$ cat config.mk
export PLATFORM = sky130hd
export DESIGN_NAME = cpif_monitor
export DESIGN_NICKNAME = d
export VERILOG_FILES = /design/src/rtl/cpif_pkg.sv /design/src/rtl/cpif_decode.sv /design/src/rtl/cpif_pcreq_track.sv /design/src/rtl/cpif_exc_ctrl.sv /design/src/rtl/cpif_state.sv /design/src/rtl/cpif_monitor.sv
export SDC_FILE = /design/constraint.sdc
export NUM_CORES = 1
export LEC_CHECK = 0
export ABC_AREA = 1
export BUFFER_PORTS_ARGS = -buffer_cell sky130_fd_sc_hd__buf_4
export CORE_MARGIN = 10
export CORE_UTILIZATION = 42
export DETAILED_ROUTE_END_ITERATION = 12
export MAX_ROUTING_LAYER = met4
export PLACE_DENSITY = 0.74
export SETUP_SLACK_MARGIN = 0.4
export SLEW_MARGIN = 20
export SYNTH_ARGS = -nofsm -noshare
export SYNTH_HDL_FRONTEND = slang
export SYNTH_HIERARCHICAL = 1
export SYNTH_SLANG_ARGS = --single-unit
$ cat constraint.sdc
create_clock -name clk -period 1.8 [get_ports clk]
set_clock_uncertainty 0.1 [all_clocks]
set_input_delay 0.18 -clock clk [delete_from_list [all_inputs] [get_ports clk]]
set_output_delay 0.18 -clock clk [all_outputs]
set_load 0.05 [all_outputs]
$ cat src/rtl/cpif_pkg.sv
// Package: shared types and primitive encodings for the coprocessor
// interface monitor. Assumes a 16-bit response primitive.
package cpif_pkg;

    localparam int RESP_W = 16;

    typedef enum logic [1:0] {
        EXC_NONE  = 2'd0,
        EXC_INSTR = 2'd1,
        EXC_PROTO = 2'd2
    } exc_kind_e;

    // One decoded bus cycle; at most one register flag is set.
    typedef struct packed {
        logic rd;
        logic wr;
        logic resp;
        logic cmd;
        logic ia;
        logic other;
    } cp_acc_t;

    localparam logic [7:0] VEC_PROTO = 8'h0D;
    localparam logic [7:0] VEC_INSTR = 8'h30;
    localparam logic [7:0] EXC_PRIM_HI = 8'h1C;

    // Exception primitive with CA and PC request both clear.
    function automatic logic [RESP_W-1:0] exc_prim(input logic [7:0] vec);
        return {EXC_PRIM_HI, vec};
    endfunction

endpackage

$ cat src/rtl/cpif_decode.sv
// Address decoder: turns one CPU-space bus cycle into a register-select
// record. Assumes ADDR_W > 20 and OFS_W < 13; all unused address bits
// must be zero for a hit.
module cpif_decode
    import cpif_pkg::*;
#(
    parameter int          ADDR_W   = 32,
    parameter int          OFS_W    = 5,
    parameter logic [2:0]  CP_ID    = 3'd1,
    parameter logic [3:0]  CP_SPACE = 4'h2,
    parameter logic [OFS_W-1:0] OFS_RESP = 5'h00,
    parameter logic [OFS_W-1:0] OFS_CMD  = 5'h0A,
    parameter logic [OFS_W-1:0] OFS_IA   = 5'h18
) (
    input  logic              valid,
    input  logic              we,
    input  logic [2:0]        fc,
    input  logic [ADDR_W-1:0] addr,
    output cp_acc_t           acc
);
    localparam logic [2:0] FC_CPU = 3'd7;

    logic hit;
    logic [OFS_W-1:0] ofs;

    // Decide whether the cycle targets this unit at all.
    always_comb begin
        ofs = addr[OFS_W-1:0];
        hit = valid && (fc == FC_CPU)
              && (addr[ADDR_W-1:20] == '0)
              && (addr[19:16] == CP_SPACE)
              && (addr[15:13] == CP_ID)
              && (addr[12:OFS_W] == '0);
    end

    // Split a hit into the register groups the monitor cares about.
    always_comb begin
        acc.rd    = hit && !we;
        acc.wr    = hit && we;
        acc.resp  = hit && (ofs == OFS_RESP);
        acc.cmd   = hit && (ofs == OFS_CMD);
        acc.ia    = hit && (ofs == OFS_IA);
        acc.other = hit && (ofs != OFS_RESP) && (ofs != OFS_CMD) && (ofs != OFS_IA);
    end

    always_comb begin
        assert ($countones({acc.resp, acc.cmd, acc.ia, acc.other}) <= 1)
            else $error("p_one_reg_r1: decoder selected more than one register");
    end

endmodule

$ cat src/rtl/cpif_pcreq_track.sv
// PC-request tracker: holds the outstanding PC-transfer request and
// decides whether the current access is a protocol violation or an
// accepted command. Assumes flush comes from a violation acknowledge.
module cpif_pcreq_track
    import cpif_pkg::*;
(
    input  logic    clk,
    input  logic    rst_n,
    input  logic    conc_mode,
    input  cp_acc_t acc,
    input  logic    need_pc,
    input  logic    proto_pend,
    input  logic    flush,
    input  logic    done,
    output logic    pc_req,
    output logic    viol,
    output logic    cmd_accept
);
    logic foreign;

    // Classify the access against the outstanding request.
    always_comb begin
        foreign    = acc.cmd || acc.other;
        viol       = pc_req && conc_mode && foreign && !proto_pend;
        cmd_accept = acc.cmd && acc.wr && !viol && !proto_pend;
    end

    // Track the PC request raised by the last accepted command.
    always_ff @(posedge clk) begin
        if (!rst_n) begin
            pc_req <= 1'b0;
        end else if (flush) begin
            pc_req <= 1'b0;
        end else if (cmd_accept) begin
            pc_req <= need_pc;
        end else if ((acc.ia && acc.wr) || foreign || done) begin
            pc_req <= 1'b0;
        end
    end

    p_ia_answers_r4: assert property (@(posedge clk) disable iff (!rst_n)
        (acc.ia && acc.wr && !flush) |=> !pc_req)
        else $error("p_ia_answers_r4");

    p_resp_read_quiet_r6: assert property (@(posedge clk) disable iff (!rst_n)
        (acc.resp && acc.rd) |-> !viol)
        else $error("p_resp_read_quiet_r6");

endmodule

$ cat src/rtl/cpif_exc_ctrl.sv
// Exception controller: holds pending protocol and instruction
// exceptions, ranks them and handles the acknowledge. Assumes viol is
// only raised while no protocol violation is pending.
module cpif_exc_ctrl
    import cpif_pkg::*;
(
    input  logic      clk,
    input  logic      rst_n,
    input  logic      viol,
    input  logic      instr_exc,
    input  logic      exc_ack,
    output logic      proto_pend,
    output logic      instr_pend,
    output logic      flush,
    output logic      abort,
    output exc_kind_e exc_kind
);
    // A violation acknowledge flushes everything.
    always_comb flush = exc_ack && proto_pend;

    // Pending protocol violation.
    always_ff @(posedge clk) begin
        if (!rst_n)       proto_pend <= 1'b0;
        else if (viol)    proto_pend <= 1'b1;
        else if (exc_ack) proto_pend <= 1'b0;
    end

    // Pending instruction exception; any acknowledge clears it.
    always_ff @(posedge clk) begin
        if (!rst_n)         instr_pend <= 1'b0;
        else if (exc_ack)   instr_pend <= 1'b0;
        else if (instr_exc) instr_pend <= 1'b1;
    end

    // One-cycle abort pulse after a violation acknowledge.
    always_ff @(posedge clk) begin
        if (!rst_n) abort <= 1'b0;
        else        abort <= flush;
    end

    // Rank pending exceptions, protocol violation first.
    always_comb begin
        if (proto_pend)      exc_kind = EXC_PROTO;
        else if (instr_pend) exc_kind = EXC_INSTR;
        else                 exc_kind = EXC_NONE;
    end

    p_proto_first_r8: assert property (@(posedge clk) disable iff (!rst_n)
        (proto_pend && instr_pend) |-> (exc_kind == EXC_PROTO))
        else $error("p_proto_first_r8");

    p_ack_clears_r9: assert property (@(posedge clk) disable iff (!rst_n)
        (exc_ack && proto_pend) |=> (!proto_pend && !instr_pend && abort))
        else $error("p_ack_clears_r9");

    p_abort_pulse_r9: assert property (@(posedge clk) disable iff (!rst_n)
        abort |=> !abort)
        else $error("p_abort_pulse_r9");

endmodule

$ cat src/rtl/cpif_state.sv
// Operation state: busy flag, command code, instruction-address latch
// and the response primitive view. Assumes DATA_W >= 16.
module cpif_state
    import cpif_pkg::*;
#(
    parameter int DATA_W = 32
) (
    input  logic              clk,
    input  logic              rst_n,
    input  cp_acc_t           acc,
    input  logic [DATA_W-1:0] wdata,
    input  logic              cmd_accept,
    input  logic              flush,
    input  logic              done,
    input  logic              pc_req,
    input  logic              proto_pend,
    input  logic              instr_pend,
    output logic              busy,
    output logic [DATA_W-1:0] ia_q,
    output logic [RESP_W-1:0] resp
);
    localparam int CODE_W = RESP_W - 2;

    logic [CODE_W-1:0] code_q;

    // Busy from an accepted command until done or abort.
    always_ff @(posedge clk) begin
        if (!rst_n)          busy <= 1'b0;
        else if (flush)      busy <= 1'b0;
        else if (cmd_accept) busy <= 1'b1;
        else if (done)       busy <= 1'b0;
    end

    // Operation code echoed in the response primitive.
    always_ff @(posedge clk) begin
        if (!rst_n)          code_q <= '0;
        else if (flush)      code_q <= '0;
        else if (cmd_accept) code_q <= wdata[CODE_W-1:0];
    end

    // Instruction-address latch accepts every write.
    always_ff @(posedge clk) begin
        if (!rst_n)                ia_q <= '0;
        else if (acc.ia && acc.wr) ia_q <= wdata;
    end

    // Compose the response primitive from current state.
    always_comb begin
        if (proto_pend)      resp = exc_prim(VEC_PROTO);
        else if (instr_pend) resp = exc_prim(VEC_INSTR);
        else if (busy)       resp = {1'b1, pc_req, code_q};
        else                 resp = '0;
    end

    p_ia_load_r4: assert property (@(posedge clk) disable iff (!rst_n)
        (acc.ia && acc.wr) |=> (ia_q == $past(wdata)))
        else $error("p_ia_load_r4");

    p_cmd_busy_r3: assert property (@(posedge clk) disable iff (!rst_n)
        (cmd_accept && !flush) |=> busy)
        else $error("p_cmd_busy_r3");

    p_flush_idle_r9: assert property (@(posedge clk) disable iff (!rst_n)
        flush |=> (!busy && code_q == '0))
        else $error("p_flush_idle_r9");

endmodule

$ cat src/rtl/cpif_monitor.sv
// Top: coprocessor interface protocol monitor. Decodes host CPU-space
// cycles, tracks PC-transfer requests, flags protocol violations and
// serves the response register. Assumes one bus cycle per clock.
module cpif_monitor
    import cpif_pkg::*;
#(
    parameter int         ADDR_W = 32,
    parameter int         DATA_W = 32,
    parameter int         OFS_W  = 5,
    parameter logic [2:0] CP_ID  = 3'd1
) (
    input  logic              clk,
    input  logic              rst_n,
    input  logic              conc_mode,
    input  logic              bus_valid,
    input  logic              bus_we,
    input  logic [2:0]        bus_fc,
    input  logic [ADDR_W-1:0] bus_addr,
    input  logic [DATA_W-1:0] bus_wdata,
    output logic [15:0]       bus_rdata,
    input  logic              op_done,
    input  logic              instr_exc,
    input  logic              exc_ack,
    output logic              exc_pend,
    output logic [1:0]        exc_code,
    output logic              busy,
    output logic              abort,
    output logic [DATA_W-1:0] ia_value
);
    localparam int NEED_PC_BIT = RESP_W - 1;

    cp_acc_t           acc;
    logic              pc_req, viol, cmd_accept;
    logic              proto_pend, instr_pend, flush;
    exc_kind_e         exc_kind;
    logic [RESP_W-1:0] resp;

    cpif_decode #(
        .ADDR_W(ADDR_W), .OFS_W(OFS_W), .CP_ID(CP_ID)
    ) u_decode (
        .valid(bus_valid), .we(bus_we), .fc(bus_fc), .addr(bus_addr), .acc(acc)
    );

    cpif_pcreq_track u_track (
        .clk(clk), .rst_n(rst_n), .conc_mode(conc_mode), .acc(acc),
        .need_pc(bus_wdata[NEED_PC_BIT]), .proto_pend(proto_pend),
        .flush(flush), .done(op_done), .pc_req(pc_req), .viol(viol),
        .cmd_accept(cmd_accept)
    );

    cpif_exc_ctrl u_exc (
        .clk(clk), .rst_n(rst_n), .viol(viol), .instr_exc(instr_exc),
        .exc_ack(exc_ack), .proto_pend(proto_pend), .instr_pend(instr_pend),
        .flush(flush), .abort(abort), .exc_kind(exc_kind)
    );

    cpif_state #(.DATA_W(DATA_W)) u_state (
        .clk(clk), .rst_n(rst_n), .acc(acc), .wdata(bus_wdata),
        .cmd_accept(cmd_accept), .flush(flush), .done(op_done),
        .pc_req(pc_req), .proto_pend(proto_pend), .instr_pend(instr_pend),
        .busy(busy), .ia_q(ia_value), .resp(resp)
    );

    // Drive the host-visible outputs.
    always_comb begin
        bus_rdata = (acc.rd && acc.resp) ? resp : '0;
        exc_pend  = proto_pend || instr_pend;
        exc_code  = exc_kind;
    end

    p_periph_silent_r7: assert property (@(posedge clk) disable iff (!rst_n)
        (!conc_mode && !proto_pend) |=> !proto_pend)
        else $error("p_periph_silent_r7");

    p_viol_blocks_cmd_r5: assert property (@(posedge clk) disable iff (!rst_n)
        (proto_pend && !flush && !op_done) |=> $stable(busy))
        else $error("p_viol_blocks_cmd_r5");

endmodule

# Word level (Yosys, flattened, before mapping)
# Index checks and enable logic that the tools add are counted.
dict set report op_classes {
  reduce_logical 38
  eq_ne 7
  mux 12
  bitwise 1
}
# operator count
set op_table {}
lappend op_table {{2-to-1 mux 16 bit} 4}
lappend op_table {{logical AND 1 bit} 22}
lappend op_table {{logical NOT 12 bit} 1}
lappend op_table {{logical NOT 8 bit} 1}
lappend op_table {{2-to-1 mux 1 bit} 7}
lappend op_table {{nonzero test 2 bit} 3}
lappend op_table {{equality test 5 x 4 -> 1 bit (second input constant)} 1}
lappend op_table {{equality test 5 bit (second input constant)} 1}
lappend op_table {{logical NOT 5 bit} 1}
lappend op_table {{!= test 5 x 4 -> 1 bit (second input constant)} 1}
lappend op_table {{!= test 5 bit (second input constant)} 1}
lappend op_table {{nonzero test 5 bit} 1}
lappend op_table {{equality test 4 x 2 -> 1 bit (second input constant)} 1}
lappend op_table {{logical OR 1 bit} 4}
lappend op_table {{OR reduction 2 bit} 2}
lappend op_table {{equality test 3 x 1 -> 1 bit (second input constant)} 1}
lappend op_table {{equality test 3 bit (second input constant)} 1}
lappend op_table {{logical NOT 1 bit} 3}
lappend op_table {{2-to-1 mux 2 bit} 1}
lappend op_table {{inverter 1 bit} 1}
dict set report word_totals {
  wordCells 65
  reg_bits 51
  in_bits 75
}

# Depth between registers and ports, before layout
# Gate-level depths: netlist (run 1).
dict set report depth {
  word_depth 16
  mapped_depth 16
  ltp_nobuf 15
}

# Cells and area by module
# The synthesis (run 1) kept the hierarchy.
# mod area_per_inst_um2 instances seq_area_each_um2 cells_per_inst
set modules_own_cells {}
lappend modules_own_cells {cpif_state 2021.9 1 940.9 305}
lappend modules_own_cells {cpif_decode 261.5 1 0.0 64}
lappend modules_own_cells {cpif_monitor 173.9 1 0.0 35}
lappend modules_own_cells {cpif_exc_ctrl 117.6 1 60.1 17}
lappend modules_own_cells {cpif_pcreq_track 106.4 1 20.0 19}

# Least setup slack after synthesis (run 1)
# No wires, ideal clock.
dict set report synth_timing {
  kind {register to output}
  startpoint {register u_state.busy}
  endpoint {output bus_rdata[14]}
  stages_incl_launch_ff 6
  arrival_time_ns 1.787
  n_path_buf 1
  required_ns 1.520
  path_slack_ns -0.267
  cell_sequence {dfxtp_1 -> buf_2 -> nand2_2 -> nor2_1 -> inv_1 -> nor2_1}
}
dict set report synth_between {
  elab_chain_cells 4
}
# element line_no
set synth_lines {}
lappend synth_lines {{from (decl)} cpif_state.sv:18} ;# output logic busy,
lappend synth_lines {{from (signal assigned)} cpif_state.sv:28} ;# if (!rst_n) busy <= 1'b0;
lappend synth_lines {{from (signal assigned)} cpif_state.sv:29} ;# else if (flush) busy <= 1'b0;
lappend synth_lines {{from (signal assigned)} cpif_state.sv:30} ;# else if (cmd_accept) busy <= 1'b1;
lappend synth_lines {{2-to-1 mux 16 bit} cpif_state.sv:51} ;# else if (busy) resp = {1'b1, pc_req, code_q};
lappend synth_lines {{2-to-1 mux 16 bit} cpif_state.sv:50} ;# else if (instr_pend) resp = exc_prim(VEC_INSTR);
lappend synth_lines {{2-to-1 mux 16 bit} cpif_state.sv:49} ;# if (proto_pend) resp = exc_prim(VEC_PROTO);
lappend synth_lines {{named net resp[14]} cpif_monitor.sv:36} ;# logic [RESP_W-1:0] resp;
lappend synth_lines {{2-to-1 mux 16 bit} cpif_monitor.sv:66} ;# bus_rdata = (acc.rd && acc.resp) ? resp : '0;
lappend synth_lines {{to (decl)} cpif_monitor.sv:20} ;# output logic [15:0] bus_rdata,
# The timed path passes the listed nets, and every way through them passes these cells.

==> flow_summary_export.csv, run 1 <==
group,metric,value,unit
clock_tree,numCtsBuffers,5,
worst_setup_path,crit_path_max_fanout,5,
min_path,worstHoldPathType,"in -> reg",
yosys,synth.distinct_cells,20,
sta,tightest_slew,415,ps
floorplan,rows,29,
yosys,synthesis.nets,515,
floorplan,core-area,6280,um2
sta,hold-worst-slack,4.42,ps
final_layout,drive_above_1_share,0.364,
power_and_ir_drop,power_density,459,nW/um2
placement,post-place-cells,638,
sta,finalCritPeriodShare,0.971,
grt,track_usage,0.171,
power_and_ir_drop,vdd_ir_drop_max,0.512,mV
clock_tree,cts.clk_slew.worst_paths,110,ps
sta,slew_viol_final,0,
power_and_ir_drop,p_leak,2.33,nW
floorplan,fp.dieW,99.9,um
yosys,seq_area_frac_synth,0.381,
clock_tree,clkLatencyLatePin,320,ps
final_layout,final_util,0.734,
routing,antenna_left,0,
final_layout,area_growth,71.8,%
placement,io_buffer_count,127,
clock_tree,clockRootBuffer,"clkbuf_8",
placement,gp_congestion,0.852,
worst_setup_path,cp_cell_sequence,"buf_6 -> nor2_4 -> and2_4 -> nand2_2 -> nor2_2 -> nand2_4 -> nor2_4 -> nand2_4 -> buf_16 -> nor2_4 -> buf_8",
grt,grt_pass1_wl,13900,um
routing,drc_errors,0,
final_layout,final_common_cell,"nand2_1",
sta,max-slew-margin-rel,0.723,
sta,fin_ws,51.3,ps
floorplan,dieArea,9980,um2
worst_setup_path,worst_ep_arrival_time,1470,ps
yosys,yosysWarnings,6,
yosys,syn_avg_cell_area,6.09,um2
routing,wirelength,8910,um
final_layout,nets,678,
final_layout,final_cells,681,
worst_setup_path,path_class,"in -> out",
sta,min_period,1750,ps
yosys,synthesis.area,2680,um2
grt,grt_pass1_vias,2861,
worst_setup_path,critPathCaptureType,"primary output",
final_layout,n_fill_cell,490,
routing,wl_per_cell,13.1,um
sta,rsz0062_at_grt,"yes",
sta,finalSetupViolCount,0,
floorplan,io_pins,128,
routing,drt-initial-drc-count,124,
sta,fmax,0.572,GHz
routing,vias_per_cell,4.41,
worst_setup_path,cpMaxStageDelayCell,"nor2_2",
clock_tree,cts_buffer_depth,2,
floorplan,initial_core_util,0.427,
yosys,netlist_instances,440,
floorplan,die_height,99.9,um
placement,hpwl,6080,um
grt,antenna_found_initial,0,
placement,detailedPlace.worstSlack,-140,ps
worst_setup_path,cp-start-kind,"input pin",
routing,vias,3000,
clock_tree,htreeDepth,2,
clock_tree,cts_sinks,51,
final_layout,final_cell_mix,"nand2_1, buf_4, nor2_1",
grt,grt_overflow,0,
worst_setup_path,cp_data_required_time,1520,ps
flow_run,drv_cap,0,
status,status,"completed",
clock_tree,tritoncts,"built",
sta,hold_viol,0,
worst_setup_path,slowest_delay,160,ps
final_layout,n_antenna_cell,0,
worst_setup_path,crit_top_cell,"nor2_4",
sta,tns,0,ps
grt,grt_max_degree,33,
routing,drt-pass1-iter-count,4,
yosys,synth-seq-cells,51,
## final timing paths
| kind | from | end | slack [ps] | depth (start not counted) |
|---|---|---|---|---|
| worst max-delay path | bus_addr[8] | bus_rdata[7] | 50 | 11 |
| worst min-delay path | op_done | u_state/busy | 4 | 4 |
| worst max register to register | u_exc/proto_pend | u_state/code_q[0] | 250 | 8 |
| worst min register to register | u_state/code_q[6] | u_state/code_q[6] | 370 | 2 |
## synth_stat cells
library cell / count / area share
nand2_1: 130 / 0.18
nor2_1: 102 / 0.14
inv_1: 90 / 0.13
dfxtp_1: 51 / 0.38
a21oi_1: 16 / 0.030
nor2_2: 11 / 0.026
nand3_1: 8 / 0.015
buf_6: 7 / 0.029
buf_4: 5 / 0.014
nand2_2: 5 / 0.012
buf_2: 4 / 0.0075
a21oi_2: 3 / 0.0098
and2_0: 1 / 0.0023
inv_2: 1 / 0.0014
nand2_4: 1 / 0.0042
nor2_4: 1 / 0.0042
nor3_2: 1 / 0.0037
nor3b_1: 1 / 0.0028
nor3b_2: 1 / 0.0047
or2_2: 1 / 0.0023
## layer usage
metal	up-vias	share of wire	track usage
li1	1583	-	-
met4	0	0.0070	0.0342
met5	-	0	-
met3	8	0.075	0.0522
met1	1307	0.41	0.197
met2	102	0.50	0.288
## registers in the layout (all words and copies together), names as in the netlist
name,count
u_track/pc_req,1
u_exc/instr_pend,1
u_exc/abort,1
u_state/ia_q,32
u_exc/proto_pend,1
u_state/code_q,14
u_state/busy,1
## through the flow
stage | power (mW) | instance area (um2)
after global routing | 2.20 | 4610
after global placement | 1.36 | 3810
after floorplan | 1.22 | 2810
after CTS | 2.11 | 4490
after detailed placement | 1.36 | 3810
final | 2.12 | 4610
## repair_timing
action / in CTS / in global routing
hold buffers: 21 / 0
setup endpoints to repair: 46 / 67
gates resized for setup: 61 / 32
pin swaps: 9 / 8
setup buffers: 6 / 2
gates cloned: 5 / 1
endpoints found under the hold margin: 20 / 0
## cell type report
cell class | count | area, um2 | area share
inverter | 91 | 347 | 0.0752
multi-input combinational | 282 | 1380 | 0.300
timing repair inverter | 1 | 5.00 | 0.00109
clock buffer | 5 | 68.8 | 0.0149
timing repair buffer | 171 | 1650 | 0.358
sequential | 51 | 1030 | 0.224
clock inverter | 3 | 26.3 | 0.00570
tap | 77 | 96.3 | 0.0209
## power by group
group | switching (mW) | internal [mW]
clock | 0.424 | 0.287
sequential | 0.00218 | 1.13
combinational | 0.105 | 0.172
## cells by family (layout without fill, tap and decap cells)
kind of cell,Yosys count,after routing,synth area share
and+or+nand+nor,263,263,0.401
DFF,51,51,0.381
AOI/OAI and AO/OA,19,19,0.0397
buffers and inverters,107,271,0.178
## critical path, delay by kind of cell
family | cells | cell delay (ps)
buffers and inverters | 3 | 410
and+or+nand+nor | 8 | 880
Power figures use the tool's default switching activity.
==> inputs of run 2 (changes only) <==
--- a/config.mk
+++ b/config.mk
@@ -5,13 +5,13 @@
 export SDC_FILE = /design/constraint.sdc
 export NUM_CORES = 1
 export LEC_CHECK = 0
-export ABC_AREA = 1
+export ABC_AREA = 0
 export BUFFER_PORTS_ARGS = -buffer_cell sky130_fd_sc_hd__buf_4
 export CORE_MARGIN = 10
-export CORE_UTILIZATION = 42
+export CORE_UTILIZATION = 41
 export DETAILED_ROUTE_END_ITERATION = 12
 export MAX_ROUTING_LAYER = met4
-export PLACE_DENSITY = 0.74
+export PLACE_DENSITY = 0.76
 export SETUP_SLACK_MARGIN = 0.4
 export SLEW_MARGIN = 20
 export SYNTH_ARGS = -nofsm -noshare
==> flow_summary_export.csv, run 2 <==
group,metric,value,unit
clock_tree,numCtsBuffers,5,
power_and_ir_drop,seqPwrFrac,0.554,
worst_setup_path,rr_endpoint,"u_state/code_q[5]",
routing,drt-initial-drc-count,135,
grt,grt_max_degree,42,
yosys,netlist_instances,288,
final_layout,final_util,0.756,
floorplan,initial_core_util,0.431,
yosys,seq_area_frac_synth,0.393,
sta,finalCritPeriodShare,1.14,
final_layout,regMostFlops,"u_state/ia_q",
sta,tightest_slew,591,ps
power_and_ir_drop,switchingPower,0.498,mW
sta,hold-worst-slack,19.4,ps
worst_setup_path,cp-start-kind,"input pin",
clock_tree,htreeDepth,2,
status,status,"finished, violations left",
sta,tns,-11090,ps
final_layout,n_antenna_cell,0,
yosys,synth_edf_count,0,
final_layout,top_regs,"u_state/ia_q (32), u_state/code_q (14)",
status,violations,"negative setup slack",
final_layout,drive_above_1_share,0.579,
sta,hold_viol,0,
routing,drt-pass1-iter-count,4,
placement,post-place-cells,483,
grt,track_usage,0.175,
grt,grt_overflow,0,
yosys,synthesis.nets,363,
floorplan,die_height,99.6,um
routing,antenna_left,0,
min_path,holdPathStages,3,
clock_tree,clkLatencyLatePin,300,ps
power_and_ir_drop,p_int,1.54,mW
placement,io_buffer_count,127,
routing,vias_per_cell,5.37,
min_path,whs_endpoint,"u_state/ia_q[14]",
worst_setup_path,worst_ep_arrival_time,2130,ps
sta,slew_viol_final,0,
sta,fin_ws,-256,ps
final_layout,area_growth,75.5,%
sta,rsz0062_at_grt,"yes",
grt,grt_pass1_wl,13900,um
yosys,synth-seq-cells,51,
routing,wl_per_cell,18.7,um
worst_setup_path,rrSetupSlack,170,ps
yosys,ys.flop_type,"dfxtp_1",
worst_setup_path,crit-reg2reg-launch,"u_exc/proto_pend",
sta,min_period,2060,ps
placement,gp_congestion,0.770,
yosys,post-synth-top-area-cell,"dfxtp_1",
worst_setup_path,rr_worst_depth,7,
floorplan,rows,28,
clock_tree,cts_buffer_depth,2,
grt,grt_pass1_vias,2684,
routing,drc_errors,0,
min_path,worstHoldPathType,"in -> reg",
routing,wirelength,9780,um
clock_tree,cts_sinks,51,
floorplan,dieArea,9920,um2
final_layout,final_common_cell,"buf_4",
flow_run,drv_cap,0,
sta,finalSetupViolCount,64,
worst_setup_path,path_class,"in -> reg",
worst_setup_path,crit_path_max_fanout,7,
floorplan,core-area,6030,um2
worst_setup_path,critPathCaptureType,"flop",
clock_tree,clockRootBuffer,"clkbuf_8",
final_layout,largest_reg_flops,32,
final_layout,nets,521,
final_layout,final_cell_mix,"buf_4, dfxtp_1, nand2_1",
min_path,hold_path.startpoint,"bus_wdata[14]",
floorplan,fp.dieW,99.6,um
power_and_ir_drop,sw_frac_of_total,0.245,
grt,antenna_found_initial,0,
yosys,synth.area.top_cells,"dfxtp_1, o21ai_2, nand4_1",
power_and_ir_drop,combPwrFrac,0.118,
power_and_ir_drop,clkPwrFrac,0.327,
power_and_ir_drop,vdd_ir_drop_max,0.373,mV
sta,fmax,0.486,GHz
sta,max-slew-margin-rel,0.606,
clock_tree,tritoncts,"built",
yosys,syn_avg_cell_area,9.01,um2
final_layout,final_cells,522,
yosys,ys_top_cells_by_count,"dfxtp_1, nand2_1, nand4_1",
floorplan,io_pins,128,
clock_tree,cts.clk_slew.worst_paths,90,ps
placement,hpwl,6400,um
power_and_ir_drop,power_density,447,nW/um2
yosys,async_reset_ff_frac,0,
yosys,synth_most_common_cell,"dfxtp_1",
yosys,synth.distinct_cells,40,
yosys,yosysWarnings,6,
power_and_ir_drop,p_leak,2.03,nW
routing,vias,2802,
worst_setup_path,cp_data_required_time,1870,ps
yosys,yosysTopAreaCellShare,0.393,
yosys,synthesis.area,2600,um2
[run 2: changes by cell type after synthesis, moves of 12 or more]
cell     previous run  this run
o21ai_2             0        30
nand4_1             0        34
inv_1              90         1
a21oi_1            16         4
nand2_1           130        41
and3_1              0        18
mux2i_1             0        14
nor2_1            102        21
[run 2: what timing repair did]
| action | 4_1_cts | 5_1_grt |
|---|---|---|
| hold buffers | 1 | 0 |
| setup endpoints to repair | 67 | 68 |
| gates cloned | 5 | 5 |
| resized for setup | 61 | 47 |
| buffers inserted | 6 | 14 |
| hold endpoints to repair | 1 | 0 |
| pin swaps | 4 | 34 |
[run 2: area by class of cell]
type	instances	area, um2
multi-input combinational	209	1580
timing repair buffer	177	1760
sequential	51	1030
clock buffer	5	68.8
tap	75	93.8
fill	389	1470
clock inverter	3	18.8
inverter	2	7.51
[run 2: layer usage]
| layer | global-route usage | share of wire | vias to the layer above |
|---|---|---|---|
| met5 | - | 0 | - |
| met2 | 0.301 | 0.53 | 112 |
| met3 | 0.0443 | 0.063 | 19 |
| met4 | 0.0397 | 0.018 | 0 |
| met1 | 0.199 | 0.39 | 1318 |
| li1 | - | - | 1353 |
[run 2: kinds of logic (layout without fill, tap and decap cells)]
logic type	Yosys count	count (layout)	share of synthesized area
xor gates and xnor gates	1	1	0.00337
DFF	51	51	0.393
and+or+nand+nor	152	152	0.338
AOI/OAI and AO/OA	42	42	0.129
muxes	14	14	0.0540
buffers and inverters	28	187	0.0824
[run 2: worst max path at each step]
stage | slack, ps | start | end
global placement | -290 | bus_addr[6] | bus_rdata[4]
CTS | -180 | bus_addr[18] | bus_rdata[4]
global route | -330 | bus_addr[6] | u_state/code_q[5]
finish | -260 | bus_addr[18] | u_state/code_q[5]
detailed placement | -310 | bus_addr[21] | u_state/code_q[7]
floorplan | -80 | bus_addr[29] | u_state/code_q[0]
[run 2: per-stage QoR]
step	setup WS [ps]	cell area, um2	power [mW]
after floorplan	-77.3	2640	1.22
after global placement	-290	3650	1.37
after detailed placement	-312	3650	1.37
after CTS	-183	4150	2.04
after global routing	-334	4560	2.11
final	-256	4560	2.04
[run 2: power by group through the flow]
stage / Sequential, mW / Combinational (mW) / Clock [mW]
floorplan: 1.16 / 0.0604 / 0
global placement: 1.16 / 0.211 / 0
detailed placement: 1.16 / 0.215 / 0
CTS: 1.13 / 0.231 / 0.683
global route: 1.13 / 0.257 / 0.728
finish: 1.13 / 0.241 / 0.667
[run 2: critical path, cell delays in order]
cell,delay [ps]
buf_6,100
nor4b_4,250
nand4_1,180
buf_4,180
buf_6,120
nor3_4,190
nor2b_4,180
and3_4,220
buf_12,100
buf_16,120
mux2i_2,220
nor2_1,70
